$ cat src/rtl/irq_gather_pkg.sv
package irq_gather_pkg;
  localparam int MAX_SRC = 7;

  // Set/clear mask update: data bit 7 picks OR-in or clear.
  function automatic logic [MAX_SRC-1:0] mask_upd_f(
    input logic [MAX_SRC-1:0] cur,
    input logic [7:0]         d
  );
    if (d[7]) return cur | d[MAX_SRC-1:0];
    else      return cur & ~d[MAX_SRC-1:0];
  endfunction

  // Any pending flag that is also enabled.
  function automatic logic hit_f(
    input logic [MAX_SRC-1:0] flags,
    input logic [MAX_SRC-1:0] mask
  );
    return |(flags & mask);
  endfunction
endpackage

$ cat src/rtl/irq_mask_reg.sv
module irq_mask_reg
  import irq_gather_pkg::*;
#(
  parameter int NSRC = 5
) (
  input  logic            clk,
  input  logic            rst_n,
  input  logic            wr_hit,
  input  logic [7:0]      wdata,
  output logic [NSRC-1:0] mask_q,
  output logic [NSRC-1:0] mask_nx
);
  logic [MAX_SRC-1:0] cur_pad;
  logic [MAX_SRC-1:0] upd_pad;

  always_comb begin
    cur_pad = '0;
    cur_pad[NSRC-1:0] = mask_q;
    upd_pad = mask_upd_f(cur_pad, wdata);
    mask_nx = wr_hit ? upd_pad[NSRC-1:0] : mask_q;
  end

  always_ff @(posedge clk or negedge rst_n) begin
    if (!rst_n) mask_q <= '0;
    else        mask_q <= mask_nx;
  end
endmodule

$ cat src/rtl/irq_flag_latch.sv
module irq_flag_latch
  import irq_gather_pkg::*;
#(
  parameter int NSRC = 5
) (
  input  logic            clk,
  input  logic            rst_n,
  input  logic [NSRC-1:0] src_evt,
  input  logic            rd_hit,
  input  logic [NSRC-1:0] mask_nx,
  output logic [NSRC-1:0] flags_q,
  output logic            summary_q
);
  logic [NSRC-1:0]    flags_nx;
  logic [MAX_SRC-1:0] flags_pad;
  logic [MAX_SRC-1:0] mask_pad;
  logic               hit_nx;
  logic               summary_nx;

  always_comb begin
    // New events survive a read-clear in the same cycle.
    flags_nx  = rd_hit ? src_evt : (flags_q | src_evt);
    flags_pad = '0;
    mask_pad  = '0;
    flags_pad[NSRC-1:0] = flags_nx;
    mask_pad[NSRC-1:0]  = mask_nx;
    hit_nx     = hit_f(flags_pad, mask_pad);
    summary_nx = (rd_hit ? 1'b0 : summary_q) | hit_nx;
  end

  always_ff @(posedge clk or negedge rst_n) begin
    if (!rst_n) begin
      flags_q   <= '0;
      summary_q <= 1'b0;
    end else begin
      flags_q   <= flags_nx;
      summary_q <= summary_nx;
    end
  end
endmodule

$ cat src/rtl/irq_gather.sv
module irq_gather #(
  parameter int NSRC = 5,
  parameter int DW   = 8
) (
  input  logic            clk,
  input  logic            rst_n,
  input  logic [NSRC-1:0] src_evt,
  input  logic            sel,
  input  logic            wr,
  input  logic            rd,
  input  logic [DW-1:0]   wdata,
  output logic [DW-1:0]   rdata,
  output logic            irq_n
);
  localparam int SUM_BIT = DW - 1;

  logic            wr_hit;
  logic            rd_hit;
  logic [NSRC-1:0] mask_q;
  logic [NSRC-1:0] mask_nx;
  logic [NSRC-1:0] flags_q;
  logic            summary_q;

  assign wr_hit = sel & wr;
  assign rd_hit = sel & rd;

  irq_mask_reg #(.NSRC(NSRC)) u_mask (
    .clk    (clk),
    .rst_n  (rst_n),
    .wr_hit (wr_hit),
    .wdata  (wdata),
    .mask_q (mask_q),
    .mask_nx(mask_nx)
  );

  irq_flag_latch #(.NSRC(NSRC)) u_flags (
    .clk      (clk),
    .rst_n    (rst_n),
    .src_evt  (src_evt),
    .rd_hit   (rd_hit),
    .mask_nx  (mask_nx),
    .flags_q  (flags_q),
    .summary_q(summary_q)
  );

  always_comb begin
    rdata = '0;
    rdata[NSRC-1:0] = flags_q;
    rdata[SUM_BIT]  = summary_q;
  end

  assign irq_n = ~summary_q;
endmodule

$ cat config.mk
export PLATFORM = sky130hd
export DESIGN_NAME = irq_gather
export DESIGN_NICKNAME = d
export VERILOG_FILES = /design/src/rtl/irq_gather_pkg.sv /design/src/rtl/irq_mask_reg.sv /design/src/rtl/irq_flag_latch.sv /design/src/rtl/irq_gather.sv
export SDC_FILE = /design/constraint.sdc
export NUM_CORES = 1
export LEC_CHECK = 0
export BUFFER_PORTS_ARGS = -buffer_cell sky130_fd_sc_hd__buf_2
export CORE_AREA = 4 4 41 43
export DETAILED_ROUTE_END_ITERATION = 12
export DIE_AREA = 0 0 45 47
export PLACE_DENSITY_LB_ADDON = 0.12
export SLEW_MARGIN = 40
export SYNTH_ARGS = -nofsm -noshare
export SYNTH_HDL_FRONTEND = slang
export SYNTH_SLANG_ARGS = --single-unit
$ cat constraint.sdc
create_clock -name clk -period 1.4 [get_ports clk]
set_input_delay 0.07 -clock clk [delete_from_list [all_inputs] [get_ports clk]]
set_output_delay 0.07 -clock clk [all_outputs]
set_load 0.005 [all_outputs]
# After elaboration in Yosys (flattened, before gate mapping)
# Index checks and enable logic that the tools add are counted.
[word_totals]
regBits = 11
inputBits = 18
[op_classes]
n_mux = 4
bitwise_logic = 9
n_reduce_logical = 1
[ops]
columns = ["cell", "count"]
rows = [
  ["5-bit two-way mux", 3],
  ["5-bit AND", 2],
  ["5-bit OR", 2],
  ["7-bit OR reduction", 1],
  ["5-bit NOT", 1],
  ["1-bit AND", 2],
  ["1-bit two-way mux", 1],
  ["1-bit NOT", 1],
  ["1-bit OR", 1],
]

# Longest topological paths before layout
# Gate-level depths: netlist of run 1.
[logic_depth]
ltp_word = 7
mapped_depth = 4
mapped_depth_nobuf = 4

# Hierarchy
# Synthesis of run 1 repeated with hierarchy kept, for this count alone.
[unflattened]
cells_unflattened = 43
area_unflattened_um2 = 488.0
[by_module_without_submodules]
columns = ["mod", "n_inst", "cells_each", "area_each_um2", "seq_area_each_um2"]
rows = [
  ["irq_flag_latch", 1, 21, 245.2, 150.1],
  ["irq_mask_reg", 1, 15, 200.2, 125.1],
  ["irq_gather", 1, 7, 42.5, 0.0],
]

# Least setup slack after synthesis of run 1
# OpenSTA, ideal clock, no wires.
[synth_path]
path_type = "register -> register"
startpoint = "register u_mask.mask_q[2]"
endpoint = "register u_flags.summary_q"
setup_time_ps = 140
t_arrival_ps = 1018
setup_slack_ps = 242
stages_incl_launch_ff = 4
n_path_buf = 0
period_less_slack_ps = 1158
path_cell_list = "dfrtp_1 > mux2_4 > a222oi_1 > o211ai_1"
[synth_between]
elab_chain_cells = 6
elab_cells_between_ends = 7
[synth_rtl]
columns = ["element", "line_no", "text"]
rows = [
  ["from (decl)", "irq_mask_reg.sv:10", "output logic [NSRC-1:0] mask_q,"],
  ["from (signal assigned)", "irq_mask_reg.sv:25", "else mask_q <= mask_nx;"],
  ["5-bit AND / 5-bit OR (equally long branches)", "irq_gather_pkg.sv:10, irq_gather_pkg.sv:9", ""],
  ["5-bit two-way mux", "irq_gather_pkg.sv:9", "if (d[7]) return cur | d[MAX_SRC-1:0];"],
  ["5-bit two-way mux *", "irq_mask_reg.sv:20", "mask_nx = wr_hit ? upd_pad[NSRC-1:0] : mask_q;"],
  ["named net mask_nx[2]", "irq_gather.sv:20", "logic [NSRC-1:0] mask_nx;"],
  ["5-bit AND *", "irq_gather_pkg.sv:18", "return |(flags & mask);"],
  ["7-bit OR reduction *", "irq_gather_pkg.sv:18", ""],
  ["1-bit OR *", "irq_flag_latch.sv:28", "summary_nx = (rd_hit ? 1'b0 : summary_q) | hit_nx;"],
  ["named net u_flags.summary_nx", "irq_flag_latch.sv:18", "logic summary_nx;"],
  ["to (signal assigned)", "irq_flag_latch.sv:37", "summary_q <= summary_nx;"],
  ["to (decl)", "irq_flag_latch.sv:12", "output logic summary_q"],
]
# Mark *: on every way through the listed nets, which the timed path passes. The rest lies on a longest branch.

# Final worst setup path of run 1
# Same ends and word-level chain as after synthesis.

==> results of run 1 <==
-- per-layer routing --
| metal | GRT usage, % | vias up |
|---|---|---|
| met5 | 0 | - |
| met4 | 5.263 | 0 |
| met3 | 3.448 | 2 |
| met2 | 14.41 | 14 |
| met1 | 11.90 | 170 |
| li1 | - | 182 |
-- layout by cell type (no fill, tap or decap), drive strengths merged --
| master | netlist | final |
|---|---|---|
| dfrtp | 11 | 11 |
| nand3 | 5 | 5 |
| a22oi | 1 | 1 |
| o211ai | 1 | 1 |
| a21oi | 1 | 1 |
| nand2 | 1 | 1 |
| buf | 3 | 23 |
| conb | 1 | 2 |
| a21o | 5 | 5 |
| a222oi | 1 | 1 |
| clkbuf | 0 | 4 |
| mux2 | 5 | 5 |
| inv | 2 | 2 |
| dlygate4sd3 | 0 | 1 |
-- timing repair --
| action | in CTS | in global routing |
|---|---|---|
| hold buffers | 1 | 0 |
| setup endpoints to repair | 0 | 0 |
| hold endpoints to repair | 11 | 0 |
-- kinds of logic (layout without fill, tap and decap cells) --
logic type             count (synthesis)  after routing  synth area share [%]
buffers and inverters                  5             30                 6.383
AND/OR/NAND/NOR                        6              6                 7.180
other                                  1              2                0.7971
multiplexers                           5              5                 12.76
flip-flops                            11             11                 58.51
AO/OA/AOI/OAI                          9              9                 14.36
-- registers in the layout, indices dropped and copies added, names as in the netlist --
name / flops
u_flags.flags_q: 5
u_flags.summary_q: 1
u_mask.mask_q: 5
-- power by group --
group	switching, mW	internal [mW]	total, mW
Combinational	0.0542	0.0686	0.123
Sequential	0.0114	0.355	0.367
Clock	0.0958	0.110	0.206
Total	0.161	0.534	0.695
-- worst max-delay path, stage by stage, from the launching register on --
cell      delay (ns)
dfrtp_1         0.36
mux2_4          0.26
a222oi_1        0.33
o211ai_1        0.14
-- final timing paths --
check,cells past startpoint,to
setup / recovery,3,u_flags.summary_q$_DFF_PN0_
hold / removal,2,u_flags.flags_q[1]$_DFF_PN0_
setup reg to reg,3,u_flags.summary_q$_DFF_PN0_
hold reg to reg,1,u_mask.mask_q[2]$_DFF_PN0_
max in group asynchronous,2,u_flags.summary_q$_DFF_PN0_
min in group asynchronous,2,u_flags.flags_q[3]$_DFF_PN0_
-- layout make-up --
| cell class | instances | share of cell area [%] |
|---|---|---|
| Clock buffer | 4 | 4.208 |
| Inverter | 2 | 1.202 |
| Multi-Input combinational cell | 22 | 27.05 |
| Sequential cell | 11 | 44.09 |
| Tap cell | 15 | 3.006 |
| Timing Repair Buffer | 24 | 20.44 |
==> flow_metrics.tcl, run 1 <==
set metrics [dict create \
    worst_slack_ns 0.1744 \
    finalHoldViolCount 0 \
    min_from "src_evt[1]" \
    wl_met1_um 395 \
    nFillCells 142 \
    vias_per_cell 4.718 \
    cap_viol_max_count 0 \
    ff_latch_area_um2 275.3 \
    syn_inst 37 \
    grt_pass1_vias 363 \
    yosysMostFrequentCell "dfrtp_1" \
    avgSynthCellArea_um2 12.71 \
    cp-end-kind "flip-flop" \
    cts.htree.levels 1 \
    fin_crit_sh_pct 87.54 \
    port_buffers 22 \
    coreArea_mm2 0.001301 \
    dr_total_vias 368 \
    ys_types 14 \
    area_growth_pct 32.71 \
    drtIter0Drc 4 \
    fin_setup_tns_ns 0 \
    synthesis.area_um2 470.5 \
    whs_ns 0.006968 \
    dp.cells 73 \
    pre_cts_ws_ns 0.1794 \
    die_h_um 47 \
    setup.worst_path.class "flip-flop to flip-flop" \
    ys_ff_latch 11 \
    placementRows 13 \
    antenna_found_initial 0 \
    critPathLaunch "u_mask.mask_q[2]$_DFF_PN0_" \
    place.gp.congestion 0.6638 \
    dpl-instance-area_um2 588.1 \
    rrSetupSlack_ns 0.17 \
    wl_met3_um 85 \
    wl_met2_um 422 \
    synthTopCellsByCount "dfrtp_1 (11), a21o_1 (5), mux2_2 (4), nand3_1 (4), buf_4 (3)" \
    yosys.area.top_type "dfrtp_1" \
    dr.pass1.iters 4 \
    timing.rr.start "u_mask.mask_q[2]$_DFF_PN0_" \
    async_flop_share_pct 100.0 \
    synth_ff_type "dfrtp_1" \
    yosysWarnings 0 \
    cts_resized 0 \
    clock_path_buffers 2 \
    worstPathArrival_ns 1.35 \
    post_cts_buffers 0 \
    initial_core_util_pct 36.15 \
    grt_max_degree 12 \
    finalClockSkew_ns 0.004785 \
    cp_max_fo 2 \
    setup_viol 0 \
    fin_area_um2 624.3 \
    die_area_mm2 0.002115 \
    drv_slew 0 \
    grt_pass1_wl_um 1400 \
    ys_top_cells_by_area "dfrtp_1 (59%), mux2_2 (9.6%), a21o_1 (8.0%)" \
    ys_seq_area_share_pct 58.51 \
    wl_per_cell_um 11.64 \
    p_leak_nw 0.3105 \
    powerDensity_mw_per_mm2 1114 \
    ant_nets 0 \
    ir_drop_v 0.0006149 \
    highest_layer "met4" \
    utilization_pct 47.98 \
    clk_pin_slew_ns 0.07 \
    total_power_mw 0.6954 \
    period_needed_ns 1.226 \
    cp-start-kind "flip-flop" \
    synth_enable_flop_cells 0 \
    ioPinCount 27 \
    max_freq_mhz 815.9 \
    fin_nets 82 \
    critPathRequiredTime_ns 1.52 \
    dieWidth_um 45 \
    num_antenna_cells 0 \
    cts_buffers 3 \
    drc 0 \
    rsz0062_at_grt "no" \
    stdcell_count 78 \
    grt_usage_pct 9.551 \
    overflow 0 \
    cts_root_buffer "clkbuf_4" \
    multiInputGateArea_um2 168.9 \
    run_status "finished clean" \
    routed_wl_um 908 \
    clock_latency_ns 0.26 \
    drive_gt1_share_pct 50.79 \
    synthDominantCellAreaShare_pct 58.51 \
    hold_path.class "input port to flip-flop" \
    cts_tree "done" \
    clock-sinks 11 \
]
Note: power is estimated with default switching activity, not from simulation.
==> inputs of run 2 (changes only) <==
CORE_AREA = 2 2 39 41   (was 4 4 41 43)
DIE_AREA = 0 0 41 43   (was 0 0 45 47)
==> run 2 against run 1 <==
Net effect:
- die area down 17%
- worst setup slack improved by 0.0051 ns
- total power up 0.92%
- critical path depth unchanged
- register-to-register slack hardly changed
- hold slack better by 0.011 ns
- sequential cell count did not move
- first-iteration DRC count shrank 25%
==> flow_metrics.tcl, run 2 (synthesized netlist as in run 1, its figures left out) <==
set metrics [dict create \
    run_status "finished clean" \
    dr.pass1.iters 4 \
    finalHoldViolCount 0 \
    ioPinCount 27 \
    clkPwrFrac_pct 29.8 \
    r2r_cells 3 \
    rsz0062_at_grt "no" \
    rrSetupSlack_ns 0.18 \
    internal_power_mw 0.5358 \
    cts_root_buffer "clkbuf_4" \
    whs_path_depth 2 \
    ant_nets 0 \
    cts.htree.levels 1 \
    drc 0 \
    grt_pass1_wl_um 1352 \
    p_switching_mw 0.1660 \
    setup_viol 0 \
    timing.rr.start "u_mask.mask_q[2]$_DFF_PN0_" \
    hold_path.class "input port to flip-flop" \
    finalClockSkew_ns 0.003763 \
    cp-start-kind "flip-flop" \
    min_from "src_evt[4]" \
    overflow 0 \
    pwr-share-seq_pct 52.3 \
    placementRows 14 \
    fin_setup_tns_ns 0 \
    dr_total_vias 360 \
    worst_slack_ns 0.1795 \
    grt_pass1_vias 325 \
    cp_max_fo 2 \
    die_h_um 43 \
    fin_nets 83 \
    antenna_found_initial 0 \
    num_antenna_cells 0 \
    clock-sinks 11 \
    final_cell_mix "buf_2 (22), dfrtp_1 (11), a21o_1 (5)" \
    die_area_mm2 0.001763 \
    pre_cts_ws_ns 0.1778 \
    drive_gt1_share_pct 48.44 \
    whs_ns 0.01765 \
    vias_per_cell 4.500 \
    cp-end-kind "flip-flop" \
    total_power_mw 0.7018 \
    clock_latency_ns 0.26 \
    fin_crit_sh_pct 87.18 \
    clk_pin_slew_ns 0.07 \
    final_common_cell "buf_2" \
    p_sw_share_pct 23.65 \
    powerDensity_mw_per_mm2 1100 \
    worstPathArrival_ns 1.35 \
    grt_usage_pct 12.08 \
    cts_buffers 3 \
    largestRegisters "u_flags.flags_q x5, u_mask.mask_q x5, u_flags.summary_q x1" \
    post_cts_buffers 0 \
    coreArea_mm2 0.001384 \
    cap_viol_max_count 0 \
    nFillCells 134 \
    p_comb_share_pct 17.9 \
    initial_core_util_pct 34.00 \
    place.gp.congestion 0.6511 \
    hpwl_um 665.2 \
    grt_max_degree 12 \
    cts_tree "done" \
    ir_drop_v 0.0005955 \
    port_buffers 22 \
    drv_slew 0 \
    wl_per_cell_um 10.99 \
    drtIter0Drc 3 \
    setup.worst_path.class "flip-flop to flip-flop" \
    dieWidth_um 41 \
    max_freq_mhz 819.3 \
    holdPathEnd "u_flags.flags_q[4]$_DFF_PN0_" \
    p_leak_nw 0.3144 \
    period_needed_ns 1.221 \
    timing.rr.end "u_flags.summary_q$_DFF_PN0_" \
    area_growth_pct 35.64 \
    critPathRequiredTime_ns 1.53 \
    clock_path_buffers 2 \
    routed_wl_um 879 \
]
## run 2: cell types whose count changed in the layout (fill, tap and decap cells not counted)
cell,before,now
buf_4,1,0
dlygate4sd3_1,1,3
## run 2: metal layers
| layer | up-vias | routed length (um) | track usage [%] | part of all wire [%] |
|---|---|---|---|---|
| li1 | 183 | - | - | - |
| met1 | 160 | 443 | 17.12 | 50 |
| met2 | 15 | 365 | 14.69 | 42 |
| met3 | 2 | 61 | 3.141 | 6.9 |
| met4 | 0 | 8 | 10.00 | 0.91 |
| met5 | - | 0 | 0 | 0 |
## run 2: per-stage QoR
step,util [%],instance area [um2],cells
after global placement,42.04,581.8,73
after global routing,46.11,638.1,80
after floorplan,-,474.2,38
after detailed placement,42.04,581.8,73
final,46.11,638.1,80
after CTS,46.11,638.1,80
## run 2: worst max path at each step
stage	endpoint	startpoint	slack, ns
final	u_flags.summary_q$_DFF_PN0_	u_mask.mask_q[2]$_DFF_PN0_	0.18
after global routing	u_flags.summary_q$_DFF_PN0_	u_mask.mask_q[2]$_DFF_PN0_	0.09
after CTS	u_flags.summary_q$_DFF_PN0_	u_mask.mask_q[2]$_DFF_PN0_	0.18
after detailed placement	u_flags.summary_q$_DFF_PN0_	sel	0.18
after global placement	u_flags.summary_q$_DFF_PN0_	sel	0.18
after floorplan	u_flags.summary_q$_DFF_PN0_	u_mask.mask_q[2]$_DFF_PN0_	0.24
## run 2: layout make-up
class                      instances  area (um2)  area share, %
sequential                        11       275.3          43.14
multi-input combinational         22       168.9          26.47
timing repair buffer              25       140.1          21.96
clock buffer                       4       26.28          4.118
tap                               16       20.02          3.137
inverter                           2       7.507          1.176
## run 2: repair_timing
item / 4_1_cts / 5_1_grt
hold buffers: 3 / 0
hold endpoints to repair: 13 / 0
endpoints found under the setup margin: 0 / 0
resized for setup: 0 / 0
## run 2: power groups by stage
| stage | Sequential, mW | Clock, mW | Combinational [mW] |
|---|---|---|---|
| 2_1_floorplan | 0.373 | 0 | 0.0703 |
| 3_3_place_gp | 0.372 | 0 | 0.121 |
| 3_5_place_dp | 0.374 | 0 | 0.121 |
| 4_1_cts | 0.368 | 0.219 | 0.128 |
| 5_1_grt | 0.370 | 0.236 | 0.144 |
| 6_report | 0.367 | 0.209 | 0.126 |
## run 2: critical path, stage by stage, from the launching register on
cell and delay [ns]:
dfrtp_1 0.36, mux2_4 0.26, a222oi_1 0.34, o211ai_1 0.14
==> inputs of run 3 (changes only) <==
CELL_PAD_IN_SITES_DETAIL_PLACEMENT = 0   (was unset)
CELL_PAD_IN_SITES_GLOBAL_PLACEMENT = 1   (was unset)
CORE_AREA = unset   (was 2 2 39 41)
CORE_UTILIZATION = 30   (was unset)
DIE_AREA = unset   (was 0 0 41 43)
==> run 3 against run 2 <==
Net effect:
- wire length down 4.2%
- via count grew 0.28%
- cell count fell by 2.5%
- clock power is 2% lower
- global-route usage is 0.74 points lower
- first-iteration DRC count is the same
- cell area is 2.2% lower
- largest power group unchanged
- highest routed layer unchanged
==> flow_metrics.tcl, run 3 (synthesized netlist as in run 1, its figures left out) <==
set metrics [dict create \
    final_common_cell "buf_2" \
    dr.pass1.iters 4 \
    cts_buffers 3 \
    powerDensity_mw_per_mm2 1112 \
    clock_path_buffers 2 \
    critPathRequiredTime_ns 1.52 \
    overflow 0 \
    final_cell_mix "buf_2 (22), dfrtp_1 (11), a21o_1 (5)" \
    dr_total_vias 361 \
    num_antenna_cells 0 \
    initial_core_util_pct 34.03 \
    slowest_delay_ns 0.36 \
    drc 0 \
    die_h_um 41.60 \
    worstPathArrival_ns 1.37 \
    cap_viol_max_count 0 \
    cp-end-kind "flip-flop" \
    p_leak_nw 0.3105 \
    grt_max_degree 12 \
    setup.worst_path.class "flip-flop to flip-flop" \
    dieWidth_um 41.60 \
    hold_path.class "input port to flip-flop" \
    cts_root_buffer "clkbuf_4" \
    finalHoldViolCount 0 \
    grt_pass1_wl_um 1497 \
    area_growth_pct 32.71 \
    die_area_mm2 0.001731 \
    fin_nets 82 \
    vias_per_cell 4.628 \
    period_needed_ns 1.246 \
    grt_pass1_vias 352 \
    fin_crit_sh_pct 89.03 \
    largestRegisters "u_flags.flags_q x5, u_mask.mask_q x5, u_flags.summary_q x1" \
    multiInputGateArea_um2 168.9 \
    clock_latency_ns 0.26 \
    clk_pin_slew_ns 0.06 \
    rsz0062_at_grt "no" \
    cp_max_fo 2 \
    ir_drop_v 0.0005418 \
    grt_usage_pct 11.33 \
    rrSetupSlack_ns 0.15 \
    max_freq_mhz 802.3 \
    setup_viol 0 \
    ioPinCount 27 \
    ff_latch_area_um2 275.3 \
    antenna_found_initial 0 \
    nFillCells 137 \
    ant_nets 0 \
    clock-sinks 11 \
    placementRows 13 \
    fin_setup_tns_ns 0 \
    wl_per_cell_um 10.79 \
    crit_slowest_cell "dfrtp_1" \
    place.gp.congestion 0.5988 \
    finalClockSkew_ns 0.001312 \
    hpwl_um 707 \
    run_status "finished clean" \
    port_buffers 22 \
    crit_chain "mux2_4 > a222oi_1 > o211ai_1" \
    cp-start-kind "flip-flop" \
    drtIter0Drc 3 \
    routed_wl_um 842 \
    coreArea_mm2 0.001383 \
    whs_ns 0.01497 \
    post_cts_buffers 0 \
    drive_gt1_share_pct 50.79 \
    cts.htree.levels 1 \
    drv_slew 0 \
    cts_tree "done" \
]
run 3: changes by cell type in the layout (fill, tap and decap cells not counted):
cell	previous run	this run
buf_4	0	1
dlygate4sd3_1	3	1
run 3: path summary, 6_finish.rpt:
check,to,start,cells past startpoint
min in group asynchronous,u_mask.mask_q[1]$_DFF_PN0_,rst_n,2
worst max register to register,u_flags.summary_q$_DFF_PN0_,u_mask.mask_q[2]$_DFF_PN0_,3
worst max-delay path,u_flags.summary_q$_DFF_PN0_,u_mask.mask_q[2]$_DFF_PN0_,3
worst min-delay path,u_flags.flags_q[4]$_DFF_PN0_,src_evt[4],2
worst min register to register,u_mask.mask_q[2]$_DFF_PN0_,u_mask.mask_q[2]$_DFF_PN0_,1
max in group asynchronous,u_flags.flags_q[0]$_DFF_PN0_,rst_n,2
run 3: worst max-delay path, delay by kind of cell, from the launching register on:
kind | cells | cell delay [ns]
DFF | 1 | 0.36
AOI/OAI and AO/OA | 2 | 0.49
muxes | 1 | 0.26
run 3: stage by stage:
stage | cells | instance area, um2 | power, mW | utilization, % | setup WS, ns
2_1_floorplan | 38 | 474.2 | 0.4429 | - | 0.2418
3_3_place_gp | 73 | 588.1 | 0.4948 | 42.53 | 0.1568
3_5_place_dp | 73 | 588.1 | 0.4975 | 42.53 | 0.1528
4_1_cts | 78 | 624.3 | 0.7090 | 45.16 | 0.1485
5_1_grt | 78 | 624.3 | 0.7464 | 45.16 | 0.1039
6_report | 78 | 624.3 | 0.6941 | 45.16 | 0.1535
run 3: where the power goes:
| part | internal [mW] | switching, mW |
|---|---|---|
| combinational | 0.0686 | 0.0541 |
| sequential | 0.355 | 0.0112 |
| clock | 0.110 | 0.0950 |
run 3: per-layer routing:
metal,GRT usage [%],share of wire (%)
met2,16.88,47
met5,0,0
met3,3.913,7.4
met4,7.742,0.95
met1,13.65,44
run 3: timing repair:
item / 4_1_cts / 5_1_grt
hold buffers: 1 / 0
endpoints found under the hold margin: 11 / 0
gates resized for setup: 0 / 0
run 3: area by class of cell:
type	count	share of cell area (%)
flip-flops and latches	11	44.09
multi-input cells	22	27.05
repair buffers	24	20.44
clock buffers	4	4.208
well taps	15	3.006
inverters	2	1.202
